==> src/rtl/slew_pkg.sv <==
package slew_pkg;
    localparam int unsigned PHASE_W_DEF = 32;
    localparam int unsigned LIMIT_W_DEF = 16;
    localparam int unsigned SCALE_W_DEF = 16;
    localparam int unsigned FRAC_SH_DEF = 16;

    typedef enum logic [1:0] {
        ACT_HOLD  = 2'd0,
        ACT_LOAD  = 2'd1,
        ACT_SLEW  = 2'd2
    } slew_act_e;
endpackage

==> src/rtl/slew_step_calc.sv <==
module slew_step_calc #(
    parameter int unsigned LIMIT_W = 16,
    parameter int unsigned SCALE_W = 16,
    parameter int unsigned FRAC_SH = 16,
    localparam int unsigned PROD_W = LIMIT_W + SCALE_W,
    localparam int unsigned STEP_W = PROD_W - FRAC_SH
) (
    input  logic [LIMIT_W-1:0] limit_i,
    input  logic [SCALE_W-1:0] scale_i,
    output logic [STEP_W-1:0]  step_o
);
    logic [PROD_W-1:0] prod;
    logic [STEP_W-1:0] shifted;

    always_comb begin
        prod    = PROD_W'(limit_i) * PROD_W'(scale_i);
        shifted = prod[PROD_W-1:FRAC_SH];
        // a nonzero limit always advances by at least one unit
        if (shifted == '0 && limit_i != '0) step_o = STEP_W'(1);
        else                                step_o = shifted;
    end
endmodule

==> src/rtl/slew_track.sv <==
module slew_track #(
    parameter int unsigned PHASE_W = 32,
    parameter int unsigned STEP_W  = 16,
    localparam int unsigned EXT_W  = PHASE_W + 1
) (
    input  logic signed [PHASE_W-1:0] cur_i,
    input  logic signed [PHASE_W-1:0] raw_i,
    input  logic        [STEP_W-1:0]  step_i,
    output logic signed [PHASE_W-1:0] next_o
);
    logic signed [EXT_W-1:0] diff;
    logic        [EXT_W-1:0] mag;
    logic signed [EXT_W-1:0] step_ext;
    logic signed [EXT_W-1:0] moved;

    always_comb begin
        diff     = EXT_W'(raw_i) - EXT_W'(cur_i);
        mag      = diff[EXT_W-1] ? EXT_W'(-diff) : EXT_W'(diff);
        step_ext = EXT_W'(step_i);
        moved    = diff[EXT_W-1] ? (EXT_W'(cur_i) - step_ext)
                                 : (EXT_W'(cur_i) + step_ext);
        // snap when within one step, R4 otherwise; never overshoots so no wrap
        if (mag <= EXT_W'(step_i)) next_o = raw_i;
        else                        next_o = moved[PHASE_W-1:0];
    end
endmodule

==> src/rtl/phase_slew_limiter.sv <==
module phase_slew_limiter
    import slew_pkg::*;
#(
    parameter int unsigned PHASE_W = PHASE_W_DEF,
    parameter int unsigned LIMIT_W = LIMIT_W_DEF,
    parameter int unsigned SCALE_W = SCALE_W_DEF,
    parameter int unsigned FRAC_SH = FRAC_SH_DEF,
    localparam int unsigned STEP_W = LIMIT_W + SCALE_W - FRAC_SH
) (
    input  logic                      clk,
    input  logic                      rst_n,
    input  logic                      upd_tick,
    input  logic                      sync_clear,
    input  logic [LIMIT_W-1:0]        rate_limit,
    input  logic [SCALE_W-1:0]        rate_scale,
    input  logic signed [PHASE_W-1:0] phase_raw,
    output logic signed [PHASE_W-1:0] phase_out,
    output logic                      busy
);
    typedef struct packed {
        logic signed [PHASE_W-1:0] lim;
    } state_t;

    state_t                    state_d, state_q;
    slew_act_e                 act;
    logic        [STEP_W-1:0]  step;
    logic signed [PHASE_W-1:0] slewed;
    logic                      lim_off;

    slew_step_calc #(
        .LIMIT_W (LIMIT_W),
        .SCALE_W (SCALE_W),
        .FRAC_SH (FRAC_SH)
    ) u_step (
        .limit_i (rate_limit),
        .scale_i (rate_scale),
        .step_o  (step)
    );

    slew_track #(
        .PHASE_W (PHASE_W),
        .STEP_W  (STEP_W)
    ) u_track (
        .cur_i  (state_q.lim),
        .raw_i  (phase_raw),
        .step_i (step),
        .next_o (slewed)
    );

    assign lim_off = (rate_limit == '0);

    always_comb begin
        state_d = state_q;
        act     = ACT_HOLD;
        if (sync_clear)               act = ACT_LOAD;
        else if (upd_tick && lim_off) act = ACT_LOAD;
        else if (upd_tick)            act = ACT_SLEW;
        case (act)
            ACT_LOAD: state_d.lim = phase_raw;
            ACT_SLEW: state_d.lim = slewed;
            default:  state_d.lim = state_q.lim;
        endcase
    end

    always_ff @(posedge clk) begin
        if (!rst_n) state_q <= '0;
        else        state_q <= state_d;
    end

    assign phase_out = state_q.lim;
    assign busy      = !lim_off && (state_q.lim != phase_raw);

    function automatic logic [PHASE_W:0] abs_gap(input logic signed [PHASE_W-1:0] a,
                                                 input logic signed [PHASE_W-1:0] b);
        logic signed [PHASE_W:0] d;
        d = (PHASE_W+1)'(a) - (PHASE_W+1)'(b);
        return d[PHASE_W] ? (PHASE_W+1)'(-d) : (PHASE_W+1)'(d);
    endfunction


    bypass_load_chk: assert property (@(posedge clk) disable iff (!rst_n)
        (upd_tick && rate_limit == '0) |=> (phase_out == $past(phase_raw)));


    step_bound_chk: assert property (@(posedge clk) disable iff (!rst_n)
        (upd_tick && !sync_clear && rate_limit != '0)
        |=> (abs_gap(phase_out, $past(phase_out)) <= (PHASE_W+1)'($past(step))));


    hold_chk: assert property (@(posedge clk) disable iff (!rst_n)
        (!upd_tick && !sync_clear) |=> $stable(phase_out));


    clear_load_chk: assert property (@(posedge clk) disable iff (!rst_n)
        sync_clear |=> (phase_out == $past(phase_raw)));


    idle_settle_chk: assert property (@(posedge clk) disable iff (!rst_n)
        (!busy && upd_tick) |=> (phase_out == $past(phase_raw)));


    step_nonzero_chk: assert property (@(posedge clk) disable iff (!rst_n)
        (rate_limit != '0) |-> (step != '0));
endmodule

==> config.mk <==
export PLATFORM = sky130hd
export DESIGN_NAME = phase_slew_limiter
export DESIGN_NICKNAME = d
export VERILOG_FILES = /design/src/rtl/slew_pkg.sv /design/src/rtl/slew_step_calc.sv /design/src/rtl/slew_track.sv /design/src/rtl/phase_slew_limiter.sv
export SDC_FILE = /design/constraint.sdc
export NUM_CORES = 1
export LEC_CHECK = 0
export BUFFER_PORTS_ARGS = -buffer_cell sky130_fd_sc_hd__buf_2
export CAP_MARGIN = 20
export CORE_MARGIN = 2
export CORE_UTILIZATION = 60
export CTS_CLUSTER_SIZE = 10
export DETAILED_ROUTE_END_ITERATION = 16
export PLACE_DENSITY = 0.79
export SYNTH_ARGS = -nofsm -noshare
export SYNTH_HDL_FRONTEND = slang
export SYNTH_HIERARCHICAL = 1
export SYNTH_SLANG_ARGS = --single-unit
==> constraint.sdc <==
create_clock -name clk -period 21.6 [get_ports clk]
set_input_delay 4.32 -clock clk [delete_from_list [all_inputs] [get_ports clk]]
set_output_delay 4.32 -clock clk [all_outputs]
set_load 0.01 [all_outputs]
## After elaboration in Yosys (flattened, before gate mapping)

Index checks and enable logic that the tools add are counted.

- Bits in registers: 32
- Input bits: 68

- Add/subtract/negate cells: 4
- Multipliers: 1
- Magnitude comparators: 1
- Equal/unequal tests: 3
- Mux-type cells: 8
- Reductions and logical operators: 8

Operators with widths:

| kind | count |
|---|---|
| 32-bit two-way mux | 2 |
| 32-bit one-hot mux with 2 select lines | 1 |
| 33-bit by 16-bit <= comparator with 1-bit output | 1 |
| 33-bit two-way mux | 1 |
| 33-bit negator | 1 |
| 32-bit by 32-bit subtractor with 33-bit output | 1 |
| 32-bit by 17-bit adder with 32-bit output | 1 |
| 16-bit zero test | 2 |
| 16-bit by 16-bit multiplier with 32-bit output | 1 |
| 32-bit != test | 1 |
| 32-bit by 17-bit subtractor with 32-bit output | 1 |
| 16-bit two-way mux | 1 |
| 16-bit nonzero test | 1 |
| 2-bit two-way mux | 3 |
| 1-bit logical AND | 3 |
| 2-bit by 1-bit equality test with 1-bit output (second input constant) | 1 |
| 2-bit equality test (second input constant) | 1 |
| 2-bit nonzero test | 1 |
| 1-bit zero test | 1 |

## Logic depth before layout (Yosys ltp)

- Depth after elaboration: 8
- Depth in mapped cells: 47
- Gate-level depth less buffers: 46

## Hierarchy

Netlist, hierarchy kept.

Modules (own cells, without submodules):

| module | instances | cells an instance | area an instance (um2) | sequential area each (um2) |
|---|---|---|---|---|
| slew_step_calc | 1 | 929 | 8149.1 | 0.0 |
| slew_track | 1 | 797 | 5699.2 | 0.0 |
| phase_slew_limiter | 1 | 225 | 2038.2 | 640.6 |

## Least setup slack after synthesis

Ideal clock, no wire load.

- Path type: input port to flip-flop
- Start point: input rate_scale[5]
- End point: register state_q, in the netlist phase_out[29]
- Arrival: 14.232 ns
- Required time: 21.485 ns
- Slack: 7.253 ns
- Stages: 41
- Buffers on the path: 1
- Cells stage by stage: clkbuf_1 -> and2_1 -> fa_1 -> inv_1 -> fa_1 -> fa_1 -> inv_1 -> fa_1 -> fa_1 -> inv_1 -> fa_1 -> inv_1 -> ha_1 -> a21oi_2 -> o21ai_1 -> a31oi_2 -> a21oi_2 -> or3_1 -> [5 not listed] -> ha_1 -> mux2i_1 -> ha_1 -> nor2b_1 -> o2111ai_1 -> a32oi_1 -> a221oi_1 -> o21bai_1 -> nand3_1 -> nand3_1 -> o41ai_1 -> o2111ai_1 -> a21oi_1 -> xnor2_1 -> mux2_4 -> mux2i_1 -> o21ai_1 -> and2_1

- Cells in the longest elaborated chain, start to end: 8

Ends and longest elaborated chain:

| item | line | source |
|---|---|---|
| from (decl) | phase_slew_limiter.sv:15 | `input logic [SCALE_W-1:0] rate_scale,` |
| 16-bit by 16-bit multiplier with 32-bit output * | slew_step_calc.sv:16 | `prod = PROD_W'(limit_i) * PROD_W'(scale_i);` |
| 16-bit zero test | slew_step_calc.sv:19 | `if (shifted == '0 && limit_i != '0) step_o = STEP_W'(1);` |
| 1-bit logical AND | slew_step_calc.sv:19 |  |
| 16-bit two-way mux * | slew_step_calc.sv:19 |  |
| via step[0] | phase_slew_limiter.sv:26 | `logic [STEP_W-1:0] step;` |
| 32-bit by 17-bit adder with 32-bit output or 32-bit by 17-bit subtractor with 32-bit output (tied branches) | slew_track.sv:21, slew_track.sv:20 |  |
| 32-bit two-way mux | slew_track.sv:20 | `moved = diff[EXT_W-1] ? (EXT_W'(cur_i) - step_ext)` |
| 32-bit two-way mux * | slew_track.sv:23 | `if (mag <= EXT_W'(step_i)) next_o = raw_i;` |
| via slewed[29] | phase_slew_limiter.sv:27 | `logic signed [PHASE_W-1:0] slewed;` |
| 32-bit one-hot mux with 2 select lines * | phase_slew_limiter.sv:58 | `case (act)` |
| to (signal assigned) | phase_slew_limiter.sv:67 | `else state_q <= state_d;` |
| to (decl) | phase_slew_limiter.sv:24 | `state_t state_d, state_q;` |

Mark *: on every way through the listed nets, which the timed path passes. The rest lies on a longest branch.
A chain may end at the register's enable or synchronous reset.

## Final worst setup path

- Start point: input rate_limit[6]
- End point: register state_q, in the netlist phase_out[29]

- Cells in the longest elaborated chain, start to end: 8

Ends and longest elaborated chain:

| item | line | source |
|---|---|---|
| from (decl) | phase_slew_limiter.sv:14 | `input logic [LIMIT_W-1:0] rate_limit,` |
| 16-bit by 16-bit multiplier with 32-bit output | slew_step_calc.sv:16 |  |
| 16-bit zero test | slew_step_calc.sv:19 |  |
| 1-bit logical AND | slew_step_calc.sv:19 |  |
| 16-bit two-way mux * | slew_step_calc.sv:19 |  |
| via step[11] | phase_slew_limiter.sv:26 |  |
| 32-bit by 17-bit adder with 32-bit output or 32-bit by 17-bit subtractor with 32-bit output (tied branches) | slew_track.sv:21, slew_track.sv:20 |  |
| 32-bit two-way mux | slew_track.sv:20 |  |
| 32-bit two-way mux * | slew_track.sv:23 |  |
| via slewed[29] | phase_slew_limiter.sv:27 |  |
| 32-bit one-hot mux with 2 select lines * | phase_slew_limiter.sv:58 |  |

Marked as above.

==> results.json <==
{
  "initial_core_util_pct": 61.0,
  "hold_violations": 0,
  "yosys-top-cells-count": "281 x inv_1, 241 x nand2_1, 195 x fa_1",
  "yosys-top-cells-area": "fa_1 25%, ha_1 14%, inv_1 6.6%",
  "synth-simple-area-share_pct": 19.8,
  "start_kind": "input port",
  "critPathRequiredTime_ns": 21.79,
  "cts_setup_buffers": 0,
  "synth_seq_cells": 32,
  "fin_crit_ns": 15.65,
  "area.growth.synth_to_final_pct": 4.51,
  "boundaryPins": 101,
  "relSlewSlack_pct": 27.4,
  "num-nets-final": 2437,
  "synth.most_common_cell": "inv_1",
  "ant_nets": 0,
  "final_core_utilization_pct": 63.7,
  "htreeDepth": 2,
  "maxCapViolCount": 0,
  "synth_cell_type_count": 84,
  "synth_compound_area_share_pct": 15.1,
  "grt_pass1_vias": 13800,
  "placedInstanceArea_um2": 16400,
  "antenna_found_initial": 0,
  "end_kind": "flop",
  "yosys.area.top_type": "fa_1",
  "grt_max_degree": 65,
  "clockBufferDepth": 2,
  "netlist.area_leader.share_pct": 24.6,
  "port-buffer-count": 100,
  "drt_iter0_drc": 1014,
  "critPathKind": "in -> reg",
  "cts-hold-fix-buffers": 0,
  "worst_slew_pin_slew_ns": 1.09,
  "synth_top_family_by_area": "adder cells",
  "clk_pin_slew_worst_paths_ns": 0.07,
  "async_flop_share_pct": 0,
  "first_pass_iters": 6,
  "regArea_um2": 641,
  "vias_per_cell": 6.08,
  "grt-ovfl-total": 0,
  "track_usage_pct": 30.2,
  "drc": 0,
  "ys_warn_count": 6,
  "die_area_um2": 27800,
  "fillCellCount": 2267,
  "clock_latency_ns": 0.30,
  "muxShareOfSynthArea_pct": 5.19,
  "gp_congestion": 0.968,
  "wl_mm": 41.6,
  "die_y_um": 167,
  "finalSetupViolations": 0,
  "fmax_ghz": 0.0639,
  "die_x_um": 167,
  "cpMaxStageDelayCell": "o41ai_1",
  "antenna_cells": 0,
  "num_rows": 59,
  "synthCells": 1951,
  "multi_input_area_um2": 13800,
  "cts_tree": "built",
  "synth_fa_ha_area_share_pct": 39.1,
  "cts_buffers": 5,
  "rsz0062_at_grt": "no",
  "worst_path_largest_cell_delay_ns": 0.68,
  "final_area_um2": 16600,
  "worst_hold_path_type": "reg -> reg",
  "skew_ns": 0.00676,
  "cts_sinks": 32,
  "post_cts_resized": 0,
  "avgRoutedWirePerCell_um": 17.9,
  "syn_area_um2": 15900,
  "yosysSeqAreaShare_pct": 4.03,
  "ys.flop_type": "dfxtp_1",
  "crit_fanout": 18,
  "place_inst": 2317,
  "synth-edff-count": 0,
  "synthXorXnorAreaFrac_pct": 7.32,
  "clockRootBuffer": "clkbuf_16",
  "grt_pass1_wl_mm": 69.7,
  "syn_nets": 2398,
  "fin_setup_tns_ns": 0,
  "largest_reg_flops": 32,
  "finalCritPeriodShare_pct": 72.5,
  "syn_area_per_cell_um2": 8.14,
  "final_cells": 2326,
  "cp_data_arrival_time_ns": 15.84,
  "slew_violations": 0,
  "status": "complete, no violations",
  "detailed_place_hpwl_mm": 33.3,
  "core_area_um2": 26100,
  "vias": 14100,
  "drive_gt1_share_pct": 8.64,
  "critPathMostFrequentCell": "fa_1"
}
## critical path, delay by kind of cell
kind / cells / cell delay [ns]
XOR/XNOR: 2 / 0.32
buffers and inverters: 6 / 0.57
multiplexers: 2 / 0.43
AND/OR/NAND/NOR: 8 / 1.50
AO/OA/AOI/OAI: 14 / 4.61
adder cells (fa/ha/maj): 9 / 4.07
## placed cells by master, fill, tap and decap left out, drive strengths merged, types with 4 or more instances in the layout
cell and instances:
mux2 31, and3 7, inv 282, o21ai 101, nor3b 5, o31ai 6, xnor2 98, a221oi 4
nand2 241, buf 106, nand4 33, clkbuf 5, nand2b 8, nand3 25, o31a 4, o2111ai 8
and4 5, nor4 13, fa 195, ha 184, dfxtp 32, a211oi 10, a31oi 13, xor2 34
nor2b 10, nor3 23, or3 8, mux2i 37, o311ai 4, nor2 66, o41ai 20, o21a 20
a21oi 91, o211ai 14, and2 161, a21o 28, o21bai 11
## cell families (layout without fill, tap and decap cells)
kind of cell               count (synthesis)  count (layout)
adders and majority gates                379             379
and+or+nand+nor                          620             620
buffers and inverters                    356             396
muxes                                     68              68
xor gates and xnor gates                 132             132
AOI/OAI and AO/OA                        364             364
DFF                                       32              32
## per-stage QoR
stage | hold slack, ns | setup WS (ns)
finish | 0.670 | 5.95
global route | 0.711 | 5.32
CTS | 0.674 | 6.08
detailed placement | 0.661 | 5.81
global placement | 0.654 | 5.98
floorplan | 0.664 | 7.25
## layer usage
| layer | track usage (%) | up-vias | part of all wire, % |
|---|---|---|---|
| met5 | 0 | - | 0 |
| met4 | 10.0 | 0 | 3.4 |
| met3 | 3.71 | 117 | 6.9 |
| met2 | 50.3 | 613 | 47 |
| met1 | 41.0 | 6791 | 42 |
| li1 | - | 6610 | - |
## final timing paths
path,startpoint,end,slack (ns),cells after the start
min,phase_out[14],phase_out[14],0.67,3
min reg2reg,phase_out[14],phase_out[14],0.67,3
max,rate_limit[6],phase_out[29],5.95,41
max reg2reg,phase_out[14],phase_out[29],14.35,25
## layout make-up
class	count	share of cell area (%)
clock buffer	5	0.754
inverter	282	6.38
timing repair buffer	106	3.36
clock inverter	3	0.279
multi-input combinational	1563	82.8
sequential	32	3.86
tap	335	2.52
Power is left out: the tool's default activity adds up to more than one toggle a clock period on the data nets, which glitch-free logic cannot reach.
